## src/rtl/dbdma_pkg.sv

```systemverilog
package dbdma_pkg;

  // shadow register select codes
  localparam logic [1:0] SEL_TX_PTR = 2'd0;
  localparam logic [1:0] SEL_TX_CNT = 2'd1;
  localparam logic [1:0] SEL_RX_PTR = 2'd2;
  localparam logic [1:0] SEL_RX_CNT = 2'd3;

  localparam int unsigned NDIR   = 2;
  localparam int unsigned DIR_TX = 0;
  localparam int unsigned DIR_RX = 1;

  typedef enum logic [1:0] {
    MP_IDLE  = 2'd0,
    MP_READ  = 2'd1,
    MP_WRITE = 2'd2
  } mport_st_e;

endpackage

```

## src/rtl/dbdma_chan.sv

```systemverilog
module dbdma_chan #(
  parameter int unsigned AW = 32,
  parameter int unsigned CW = 16
) (
  input  logic          clk,
  input  logic          rst_n,
  input  logic          ptr_we,
  input  logic          cnt_we,
  input  logic [AW-1:0] wdata,
  input  logic          load,
  input  logic          step,
  output logic [CW-1:0] shadow_cnt,
  output logic [AW-1:0] work_ptr,
  output logic [CW-1:0] work_left,
  output logic [CW-1:0] amount
);

  logic [AW-1:0] sh_ptr_q, sh_ptr_d;
  logic [CW-1:0] sh_cnt_q, sh_cnt_d;
  logic [AW-1:0] ptr_q, ptr_d;
  logic [CW-1:0] left_q, left_d;
  logic [CW-1:0] amt_q, amt_d;
  logic          work_en;

  assign work_en = load | step;

  always_comb begin
    sh_ptr_d = wdata;
    sh_cnt_d = wdata[CW-1:0];
    ptr_d    = ptr_q;
    left_d   = left_q;
    amt_d    = amt_q;
    if (load) begin
      ptr_d  = sh_ptr_q;
      left_d = sh_cnt_q;
      amt_d  = '0;
    end else if (step) begin
      ptr_d  = ptr_q + AW'(1);
      left_d = left_q - CW'(1);
      amt_d  = amt_q + CW'(1);
    end
  end

  always_ff @(posedge clk or negedge rst_n) begin
    if (!rst_n) begin
      sh_ptr_q <= '0;
      sh_cnt_q <= '0;
      ptr_q    <= '0;
      left_q   <= '0;
      amt_q    <= '0;
    end else begin
      if (ptr_we)  sh_ptr_q <= sh_ptr_d;
      if (cnt_we)  sh_cnt_q <= sh_cnt_d;
      if (work_en) begin
        ptr_q  <= ptr_d;
        left_q <= left_d;
        amt_q  <= amt_d;
      end
    end
  end

  assign shadow_cnt = sh_cnt_q;
  assign work_ptr   = ptr_q;
  assign work_left  = left_q;
  assign amount     = amt_q;

  assert_step_within_count_R8: assert property (@(posedge clk) disable iff (!rst_n)
    step && !load |-> left_q != '0);

  assert_load_copies_R1: assert property (@(posedge clk) disable iff (!rst_n)
    load |=> (ptr_q == $past(sh_ptr_q)) && (left_q == $past(sh_cnt_q)));

  assert_amount_clear_R5: assert property (@(posedge clk) disable iff (!rst_n)
    load |=> amt_q == '0);

  assert_amount_step_R5: assert property (@(posedge clk) disable iff (!rst_n)
    step && !load |=> amt_q == $past(amt_q) + CW'(1));

endmodule

```

## src/rtl/dbdma_mport.sv

```systemverilog
module dbdma_mport
  import dbdma_pkg::*;
#(
  parameter int unsigned AW = 32,
  parameter int unsigned DW = 8
) (
  input  logic          clk,
  input  logic          rst_n,
  input  logic          rd_issue,
  input  logic          wr_issue,
  input  logic [AW-1:0] rd_addr,
  input  logic [AW-1:0] wr_addr,
  input  logic [DW-1:0] wr_data,
  output logic          idle,
  output logic          rd_done,
  output logic          wr_done,
  output logic [DW-1:0] rd_data,
  output logic          mem_req,
  output logic          mem_we,
  output logic [AW-1:0] mem_addr,
  output logic [DW-1:0] mem_wdata,
  input  logic [DW-1:0] mem_rdata,
  input  logic          mem_ack
);

  mport_st_e     st_q, st_d;
  logic [AW-1:0] addr_q, addr_d;
  logic [DW-1:0] wd_q, wd_d;
  logic          cap_en;

  assign idle = (st_q == MP_IDLE);
  assign cap_en = idle & (rd_issue | wr_issue);

  always_comb begin
    st_d   = st_q;
    addr_d = addr_q;
    wd_d   = wd_q;
    unique case (st_q)
      MP_IDLE: begin
        if (wr_issue) begin
          st_d   = MP_WRITE;
          addr_d = wr_addr;
          wd_d   = wr_data;
        end else if (rd_issue) begin
          st_d   = MP_READ;
          addr_d = rd_addr;
        end
      end
      MP_READ, MP_WRITE: begin
        if (mem_ack) st_d = MP_IDLE;
      end
      default: st_d = MP_IDLE;
    endcase
  end

  always_ff @(posedge clk or negedge rst_n) begin
    if (!rst_n) begin
      st_q   <= MP_IDLE;
      addr_q <= '0;
      wd_q   <= '0;
    end else begin
      st_q <= st_d;
      if (cap_en) begin
        addr_q <= addr_d;
        wd_q   <= wd_d;
      end
    end
  end

  assign mem_req   = (st_q != MP_IDLE);
  assign mem_we    = (st_q == MP_WRITE);
  assign mem_addr  = addr_q;
  assign mem_wdata = wd_q;
  assign rd_done   = (st_q == MP_READ) & mem_ack;
  assign wr_done   = (st_q == MP_WRITE) & mem_ack;
  assign rd_data   = mem_rdata;

  assert_req_held_R10: assert property (@(posedge clk) disable iff (!rst_n)
    mem_req && !mem_ack |=> mem_req && $stable(mem_addr) && $stable(mem_we));

endmodule

```

## src/rtl/dbdma_desc_engine.sv

```systemverilog
module dbdma_desc_engine
  import dbdma_pkg::*;
#(
  parameter int unsigned AW = 32,
  parameter int unsigned CW = 16,
  parameter int unsigned DW = 8
) (
  input  logic          clk,
  input  logic          rst_n,
  input  logic          cfg_we,
  input  logic [1:0]    cfg_sel,
  input  logic [AW-1:0] cfg_wdata,
  input  logic          start_tx,
  input  logic          start_rx,
  input  logic          stop_req,
  output logic [DW-1:0] tx_byte,
  output logic          tx_byte_vld,
  input  logic          tx_byte_take,
  input  logic [DW-1:0] rx_byte,
  input  logic          rx_byte_vld,
  output logic          mem_req,
  output logic          mem_we,
  output logic [AW-1:0] mem_addr,
  output logic [DW-1:0] mem_wdata,
  input  logic [DW-1:0] mem_rdata,
  input  logic          mem_ack,
  output logic          tx_started,
  output logic          rx_started,
  output logic          last_tx,
  output logic          last_rx,
  output logic          stopped,
  output logic [CW-1:0] tx_amount,
  output logic [CW-1:0] rx_amount
);

  localparam logic [CW-1:0] ONE = CW'(1);
  localparam logic [CW-1:0] TWO = CW'(2);

  // per-direction descriptor signals
  logic [NDIR-1:0] ch_ptr_we, ch_cnt_we, ch_load, ch_step;
  logic [AW-1:0]   ch_ptr    [NDIR];
  logic [CW-1:0]   ch_left   [NDIR];
  logic [CW-1:0]   ch_amt    [NDIR];
  logic [CW-1:0]   ch_sh_cnt [NDIR];

  // control state
  logic          tx_act_q, tx_act_d;
  logic          rx_act_q, rx_act_d;
  logic          stop_pend_q, stop_pend_d;
  logic [DW-1:0] txbuf_q, txbuf_d;
  logic          txbuf_vld_q, txbuf_vld_d;
  logic [DW-1:0] rxhold_q, rxhold_d;
  logic          rxhold_vld_q, rxhold_vld_d;
  logic          ev_txs_q, ev_rxs_q, ev_ltx_q, ev_lrx_q, ev_stop_q;
  logic          ev_ltx_d, ev_lrx_d;

  // memory port handshake
  logic          mp_idle, rd_issue, wr_issue, rd_done, wr_done;
  logic [DW-1:0] rd_data;
  logic          take_ok, rx_accept, stop_fire;

  assign ch_load[DIR_TX] = start_tx;
  assign ch_load[DIR_RX] = start_rx;
  assign ch_step[DIR_TX] = take_ok;
  assign ch_step[DIR_RX] = wr_done;

  for (genvar d = 0; d < NDIR; d++) begin : g_dir
    assign ch_ptr_we[d] = cfg_we && (cfg_sel == 2'(2 * d));
    assign ch_cnt_we[d] = cfg_we && (cfg_sel == 2'(2 * d + 1));

    dbdma_chan #(.AW(AW), .CW(CW)) u_chan (
      .clk        (clk),
      .rst_n      (rst_n),
      .ptr_we     (ch_ptr_we[d]),
      .cnt_we     (ch_cnt_we[d]),
      .wdata      (cfg_wdata),
      .load       (ch_load[d]),
      .step       (ch_step[d]),
      .shadow_cnt (ch_sh_cnt[d]),
      .work_ptr   (ch_ptr[d]),
      .work_left  (ch_left[d]),
      .amount     (ch_amt[d])
    );
  end

  // byte movement conditions
  assign take_ok   = tx_byte_take & txbuf_vld_q;
  assign rx_accept = rx_byte_vld & rx_act_q & ~rxhold_vld_q & (ch_left[DIR_RX] != '0);
  assign rd_issue  = tx_act_q & ~stop_pend_q & ~txbuf_vld_q & (ch_left[DIR_TX] != '0)
                   & mp_idle & ~start_tx & ~start_rx;
  assign wr_issue  = rx_act_q & rxhold_vld_q & mp_idle;
  assign stop_fire = stop_pend_q & mp_idle & ~rxhold_vld_q;

  dbdma_mport #(.AW(AW), .DW(DW)) u_mport (
    .clk       (clk),
    .rst_n     (rst_n),
    .rd_issue  (rd_issue),
    .wr_issue  (wr_issue),
    .rd_addr   (ch_ptr[DIR_TX]),
    .wr_addr   (ch_ptr[DIR_RX]),
    .wr_data   (rxhold_q),
    .idle      (mp_idle),
    .rd_done   (rd_done),
    .wr_done   (wr_done),
    .rd_data   (rd_data),
    .mem_req   (mem_req),
    .mem_we    (mem_we),
    .mem_addr  (mem_addr),
    .mem_wdata (mem_wdata),
    .mem_rdata (mem_rdata),
    .mem_ack   (mem_ack)
  );

  always_comb begin
    tx_act_d     = tx_act_q;
    rx_act_d     = rx_act_q;
    stop_pend_d  = stop_pend_q;
    txbuf_d      = txbuf_q;
    txbuf_vld_d  = txbuf_vld_q;
    rxhold_d     = rxhold_q;
    rxhold_vld_d = rxhold_vld_q;
    if (rd_done) begin
      txbuf_d     = rd_data;
      txbuf_vld_d = tx_act_q;
    end
    if (take_ok) txbuf_vld_d = 1'b0;
    if (rx_accept) begin
      rxhold_d     = rx_byte;
      rxhold_vld_d = 1'b1;
    end
    if (wr_done) rxhold_vld_d = 1'b0;
    if (stop_req) stop_pend_d = 1'b1;
    if (stop_fire) begin
      stop_pend_d = 1'b0;
      tx_act_d    = 1'b0;
      rx_act_d    = 1'b0;
      txbuf_vld_d = 1'b0;
    end
    if (start_tx) begin
      tx_act_d    = 1'b1;
      rx_act_d    = 1'b0;
      txbuf_vld_d = 1'b0;
    end
    if (start_rx) begin
      rx_act_d = 1'b1;
      tx_act_d = 1'b0;
    end
  end

  assign ev_ltx_d = take_ok & (ch_left[DIR_TX] == ONE);
  assign ev_lrx_d = (start_rx & (ch_sh_cnt[DIR_RX] == ONE))
                  | (wr_done & (ch_left[DIR_RX] == TWO));

  always_ff @(posedge clk or negedge rst_n) begin
    if (!rst_n) begin
      tx_act_q     <= 1'b0;
      rx_act_q     <= 1'b0;
      stop_pend_q  <= 1'b0;
      txbuf_q      <= '0;
      txbuf_vld_q  <= 1'b0;
      rxhold_q     <= '0;
      rxhold_vld_q <= 1'b0;
      ev_txs_q     <= 1'b0;
      ev_rxs_q     <= 1'b0;
      ev_ltx_q     <= 1'b0;
      ev_lrx_q     <= 1'b0;
      ev_stop_q    <= 1'b0;
    end else begin
      tx_act_q     <= tx_act_d;
      rx_act_q     <= rx_act_d;
      stop_pend_q  <= stop_pend_d;
      txbuf_vld_q  <= txbuf_vld_d;
      rxhold_vld_q <= rxhold_vld_d;
      if (rd_done)   txbuf_q  <= txbuf_d;
      if (rx_accept) rxhold_q <= rxhold_d;
      ev_txs_q     <= start_tx;
      ev_rxs_q     <= start_rx;
      ev_ltx_q     <= ev_ltx_d;
      ev_lrx_q     <= ev_lrx_d;
      ev_stop_q    <= stop_fire;
    end
  end

  assign tx_byte     = txbuf_q;
  assign tx_byte_vld = txbuf_vld_q;
  assign tx_started  = ev_txs_q;
  assign rx_started  = ev_rxs_q;
  assign last_tx     = ev_ltx_q;
  assign last_rx     = ev_lrx_q;
  assign stopped     = ev_stop_q;
  assign tx_amount   = ch_amt[DIR_TX];
  assign rx_amount   = ch_amt[DIR_RX];

  assert_stop_quiet_R9: assert property (@(posedge clk) disable iff (!rst_n)
    stopped |-> !mem_req);

  assert_txbyte_held_R3: assert property (@(posedge clk) disable iff (!rst_n)
    tx_byte_vld && !tx_byte_take && !start_tx && !start_rx && !stop_pend_q
    |=> tx_byte_vld && $stable(tx_byte));

  assert_last_tx_drain_R6: assert property (@(posedge clk) disable iff (!rst_n)
    take_ok && (ch_left[DIR_TX] == ONE) && !start_tx |=> last_tx && (tx_amount != '0));

  assert_rx_write_bound_R8: assert property (@(posedge clk) disable iff (!rst_n)
    wr_issue |-> ch_left[DIR_RX] != '0);

endmodule

```

## config.mk

```make
export PLATFORM = sky130hd
export DESIGN_NAME = dbdma_desc_engine
export DESIGN_NICKNAME = d
export VERILOG_FILES = /design/src/rtl/dbdma_pkg.sv /design/src/rtl/dbdma_chan.sv /design/src/rtl/dbdma_mport.sv /design/src/rtl/dbdma_desc_engine.sv
export SDC_FILE = /design/constraint.sdc
export NUM_CORES = 1
export LEC_CHECK = 0
export BUFFER_PORTS_ARGS = -buffer_cell sky130_fd_sc_hd__clkbuf_2
export CAP_MARGIN = 20
export CORE_UTILIZATION = 50
export DETAILED_ROUTE_END_ITERATION = 16
export PLACE_DENSITY = 0.66
export SLEW_MARGIN = 15
export SYNTH_ARGS = -nofsm -noshare
export SYNTH_HDL_FRONTEND = slang
export SYNTH_SLANG_ARGS = --single-unit
export TNS_END_PERCENT = 1
```

## constraint.sdc

```tcl
create_clock -name clk -period 2.8 [get_ports clk]
set_input_delay 0.28 -clock clk [delete_from_list [all_inputs] [get_ports clk]]
set_output_delay 0.28 -clock clk [all_outputs]
set_load 0.01 [all_outputs]
```

# Yosys cells after proc, flatten, opt, wreduce, memory -nomap -nowiden
# Cells that the tools add are included.
[totals] in_bits=59 regBits=292 out_inout_bits=88 word_cells=123
[classes] bitwise_logic=29 eq_ne=10 add_sub_neg=6 n_reduce_logical=22 mux=31
[op_table] operator="$mux W32" count=6
[op_table] operator="$mux W16" count=8
[op_table] operator="$add A32 B1 Y32 const B" count=2
[op_table] operator="$add A16 B1 Y16 const B" count=2
[op_table] operator="$eq A16 B1 Y1 const B" count=2
[op_table] operator="$reduce_bool A16 Y1" count=2
[op_table] operator="$sub A16 B1 Y16 const B" count=2
[op_table] operator="$and A1 B1 Y1" count=20
[op_table] operator="$eq A16 B2 Y1 const B" count=1
[op_table] operator="$mux W1" count=13
[op_table] operator="$reduce_bool A2 Y1" count=6
[op_table] operator="$eq A2 B2 Y1 const B" count=3
[op_table] operator="$mux W2" count=3
[op_table] operator="$reduce_and A2 Y1" count=3
[op_table] operator="$reduce_and A3 Y1" count=2
[op_table] operator="$not A1 Y1" count=5
[op_table] operator="$eq A2 B1 Y1 const B" count=2
[op_table] operator="$logic_and A1 B1 Y1" count=4
[op_table] operator="$logic_not A2 Y1" count=2
[op_table] operator="$or A1 B1 Y1" count=4
[op_table] operator="$pmux W2 S2" count=1
[op_table] operator="$reduce_bool A4 Y1" count=1
[op_table] operator="$ne A3 B1 Y1 const B" count=1
[op_table] operator="$reduce_bool A3 Y1" count=1
[op_table] operator="2 further kinds" count=2

# Depth between registers and ports, before layout
[logic_depth] word_depth=10 mapped_depth=9 mapped_depth_nobuf=6

# Hierarchy
# Synthesis repeated with hierarchy kept, for this count alone.
[unflattened] hier_cells=1265 area_unflattened_um2=13770.7
[modules_own_cells] mod="dbdma_chan" cells_each=498 instances=2 seq_area_each_um2=2802.7 area_each_um2=5326.4
[modules_own_cells] mod="dbdma_mport" cells_each=183 instances=1 seq_area_each_um2=1051.0 area_each_um2=2015.7
[modules_own_cells] mod="dbdma_desc_engine" cells_each=86 instances=1 seq_area_each_um2=650.6 area_each_um2=1102.3

# Least setup slack after synthesis
# No wires, ideal clock.
[synth_path] path_type="register -> register" from="register u_mport.st_q[0]" to="register u_mport.addr_q[10], in the netlist u_mport.mem_addr[10]" required_ns=2.659 setup_time_ns=0.141 path_buffers=3 stages_incl_launch_ff=10 t_arrival_ns=2.199 path_slack_ns=0.460 cell_sequence="dfrtp_1 > inv_1 > ha_1 > or4b_1 > clkbuf_1 > or3_1 > clkbuf_1 > clkbuf_1 > a211oi_1 > a221oi_1"
[synth_between] elab_chain_cells=7
[synth_rtl] element="start: declaration" line_no="dbdma_mport.sv:26" source="mport_st_e st_q, st_d;"
[synth_rtl] element="start signal: assignment" line_no="dbdma_mport.sv:62" source="st_q <= st_d;"
[synth_rtl] element="$logic_not A2 Y1 *" line_no="dbdma_mport.sv:31, dbdma_mport.sv:38"
[synth_rtl] element="$and A1 B1 Y1 (3 in a row)" line_no="dbdma_desc_engine.sv:90" source="& mp_idle & ~start_tx & ~start_rx;"
[synth_rtl] element="$or A1 B1 Y1" line_no="dbdma_mport.sv:32" source="assign cap_en = idle & (rd_issue | wr_issue);"
[synth_rtl] element="$and A1 B1 Y1" line_no="dbdma_mport.sv:32"
[synth_rtl] element="$reduce_and A3 Y1 (no line)"
[synth_rtl] element="end signal: assignment" line_no="dbdma_mport.sv:64" source="addr_q <= addr_d;"
[synth_rtl] element="end: declaration" line_no="dbdma_mport.sv:27" source="logic [AW-1:0] addr_q, addr_d;"
# Mark *: on every way between the ends. The rest lies on a longest branch, timed or not.
# A chain may end at the register's enable or synchronous reset.

# Final worst setup path
[layout_path] from="register u_mport.st_q[0]" to="register u_mport.addr_q[30], in the netlist u_mport.mem_addr[30]"
# Same word-level chain as after synthesis.

==> flow_metrics.env <==
export IMPL_maxCapViolCount=0
export IMPL_hold_path_end="g_dir[0].u_chan.sh_ptr_q[29]"
export IMPL_whs_ps=14.8
export IMPL_crit_buf_inv=3
export IMPL_synth_area_leader_cell="dfrtp_1"
export IMPL_dp_hpwl_um=26800
export IMPL_regArea_um2=7310
export IMPL_first_pass_iters=5
export IMPL_dpl_cell_area_um2=15600
export IMPL_hold_path_depth=2
export IMPL_ctsLongestPathBuffers=3
export IMPL_async_reset_ff_frac=1.00
export IMPL_grt_pass1_vias=11300
export IMPL_cp_arrival_ps=2970
export IMPL_critPathKind="register to register"
export IMPL_reg2reg_to="u_mport.mem_addr[30]"
export IMPL_drive_gt1_frac=0.226
export IMPL_antenna_found_initial=0
export IMPL_drt_iter0_drc=910
export IMPL_grt_use_total=0.275
export IMPL_synth_warnings=0
export IMPL_status="complete, no violations"
export IMPL_cts_clk_slew_worst_paths_ps=60
export IMPL_setup_viol=0
export IMPL_synth_most_common_cell="dfrtp_1"
export IMPL_finalCritPeriodShare=0.905
export IMPL_core_area_um2=28100
export IMPL_cts_sinks=292
export IMPL_r2r_slack_ps=270
export IMPL_synth_cells=1421
export IMPL_syn2layout_area_growth_pct=16.9
export IMPL_setup_ws_ps=267
export IMPL_finalMaxSlewViolations=0
export IMPL_final_area_um2=16900
export IMPL_fillers=2392
export IMPL_placed_cells=1880
export IMPL_startpoint_type="register"
export IMPL_overflow=0
export IMPL_ys_ff_latch=292
export IMPL_vias=12200
export IMPL_hold_class="primary input to register"
export IMPL_synth_cell_types=51
export IMPL_reg2reg_depth=8
export IMPL_antennaDiodeCount=0
export IMPL_irDropWorstVdd_mv=0.560
export IMPL_port_buffers=146
export IMPL_skew_ps=21.2
export IMPL_cp_slowest_cell="or4b_1"
export IMPL_p_per_area_nw_per_um2=797
export IMPL_tns_ps=0
export IMPL_fin_cells=1963
export IMPL_h_tree_depth=1
export IMPL_std_cell_rows=61
export IMPL_grt_max_degree=73
export IMPL_viasPerCell=6.21
export IMPL_fin_crit_ps=2530
export IMPL_r2r_start="u_mport.st_q[0]"
export IMPL_worstMarginPinSlew_ps=834
export IMPL_gp_congestion=0.872
export IMPL_slew_headroom=0.442
export IMPL_ant_nets=0
export IMPL_worst_ep_required_time_ps=3240
export IMPL_die_area_um2=29600
export IMPL_drc=0
export IMPL_syn_nets=1493
export IMPL_power_mw=13.5
export IMPL_fmax_ghz=0.395
export IMPL_rsz0062_at_grt="no"
export IMPL_worst_path_most_repeated_cell="buf_4"
export IMPL_seq_area_frac_synth=0.505
export IMPL_insertion_delay_ps=570
export IMPL_worstHoldStart="cfg_wdata[29]"
export IMPL_synthFlopType="dfrtp_1"
export IMPL_wirelength_um=40500
export IMPL_startpoint="u_mport.st_q[0]"
export IMPL_yosys_area_top_type_share=0.505
export IMPL_multi_input_area_um2=6740
export IMPL_p_leak_nw=6.98
export IMPL_max_stage_delay_ps=520
export IMPL_cts_tree="yes"
export IMPL_cts_root_buf="clkbuf_16"
export IMPL_netlist_top_cells_area="dfrtp_1 51%, mux2_2 8.9%, or4_1 4.2%"
export IMPL_end_kind="register"
export IMPL_synthesis_area_um2=14500
export IMPL_cts_setup_buffers=0
export IMPL_grt_pass1_wl_um=63000
export IMPL_wl_per_cell_um=20.6
export IMPL_layout_nets=1633
export IMPL_finalHoldViolCount=0
export IMPL_cts_made_buffers=31
export IMPL_synth_edf_count=0
export IMPL_path_cells="inv_1, ha_1, or4b_1, buf_4, nor2_2, buf_4, o211ai_1, a221oi_1"
export IMPL_initial_core_util=0.515
export IMPL_pre_cts_ws_ps=326
export IMPL_die_w_um=172
export IMPL_avgSynthCellArea_um2=10.2
export IMPL_io_pin_count=147
export IMPL_path_max_fanout=34
export IMPL_ys_top_cells_by_count="292 x dfrtp_1, 153 x nand2_1, 115 x nor2_1"
export IMPL_crit_family="simple AND/OR/NAND/NOR gates"
export IMPL_dieHeight_um=172
export IMPL_fin_util=0.602
## power breakdown
group | internal [mW] | switching, mW | leakage [nW]
clock | 2.42 | 1.70 | 0.511
sequential | 5.18 | 0.918 | 3.57
combinational | 1.48 | 1.77 | 2.90
total | 9.08 | 4.39 | 6.98
## state kept, by name, indices dropped and copies added (netlist names), 2 cells and up
name / cells
u_mport.mem_wdata: 8
g_dir.u_chan.sh_ptr_q: 64
tx_byte: 8
g_dir.u_chan.work_ptr: 64
u_mport.st_q: 2
u_mport.mem_addr: 32
g_dir.u_chan.amount: 32
g_dir.u_chan.work_left: 32
g_dir.u_chan.shadow_cnt: 32
rxhold_q: 8
## area by class of cell
type,instances,share of cell area
Multi-Input combinational cell,1012,0.398
Timing Repair Buffer,206,0.0768
Inverter,18,0.00400
Tap cell,378,0.0280
Clock inverter,12,0.00688
Sequential cell,292,0.432
Clock buffer,45,0.0537
## cell usage in the layout, fill, tap and decap left out, types with 6 or more instances in the layout
| cell | netlist | routed |
|---|---|---|
| clkbuf_8 | 0 | 8 |
| nor3_1 | 10 | 9 |
| clkbuf_1 | 92 | 6 |
| xnor2_1 | 30 | 30 |
| dlygate4sd3_1 | 0 | 25 |
| dfrtp_1 | 292 | 292 |
| nor2_1 | 115 | 114 |
| clkbuf_2 | 0 | 145 |
| and4_1 | 13 | 13 |
| a211oi_1 | 32 | 32 |
| a31oi_1 | 45 | 45 |
| xor2_1 | 29 | 29 |
| a21oi_1 | 17 | 17 |
| nand3_1 | 47 | 46 |
| nor2b_1 | 9 | 9 |
| and3_1 | 16 | 16 |
| ha_1 | 13 | 13 |
| or3_1 | 24 | 24 |
| nand4_1 | 37 | 37 |
| a221oi_1 | 32 | 32 |
| clkbuf_16 | 0 | 31 |
| mux2_2 | 114 | 114 |
| buf_4 | 0 | 31 |
| nor4_1 | 17 | 17 |
| or4_1 | 81 | 81 |
| o21ai_0 | 63 | 63 |
| nand2_1 | 153 | 153 |
| o31ai_1 | 36 | 36 |
| and2_1 | 8 | 8 |
| clkinv_2 | 0 | 8 |
| inv_1 | 16 | 16 |
| o211ai_1 | 37 | 37 |
## worst register-to-register path: cells and delay by family, from the launching register on
family	cells	cell delay, ps
buf+inv	3	610
compound gates	2	450
fa+ha+maj	1	290
simple gates	2	670
flops	1	380
## kinds of logic (layout without fill, tap and decap cells)
kind of cell / count (synthesis) / count (layout) / share of synthesized area
AND/OR/NAND/NOR: 550 / 550 / 0.199
flip-flops: 292 / 292 / 0.505
AO/OA/AOI/OAI: 273 / 273 / 0.128
multiplexers: 117 / 117 / 0.0909
buffers and inverters: 117 / 281 / 0.0306
XOR/XNOR: 59 / 59 / 0.0357
adder cells (fa/ha/maj): 13 / 13 / 0.0112
## repair_timing
action                                  CTS  global route
hold buffers                             25             0
resized for setup                         0             0
endpoints found under the hold margin    96             0
endpoints found under the setup margin    0             0
## worst max path at each step
stage,end,slack [ps],cells after the start
finish,u_mport.mem_addr[30],270,8
global placement,u_mport.st_q[1],390,7
CTS,u_mport.mem_addr[30],290,8
global route,u_mport.mem_addr[18],120,8
detailed placement,u_mport.mem_addr[30],330,8
floorplan,u_mport.mem_addr[10],460,9
## per-layer routing
| layer | GRT usage | routed length, µm | vias up |
|---|---|---|---|
| li1 | - | - | 5587 |
| met1 | 0.383 | 17600 | 6100 |
| met2 | 0.446 | 19300 | 434 |
| met3 | 0.0334 | 2300 | 69 |
| met4 | 0.0950 | 1270 | 0 |
| met5 | 0 | 0 | - |
Note: power is estimated with default switching activity, not from simulation.
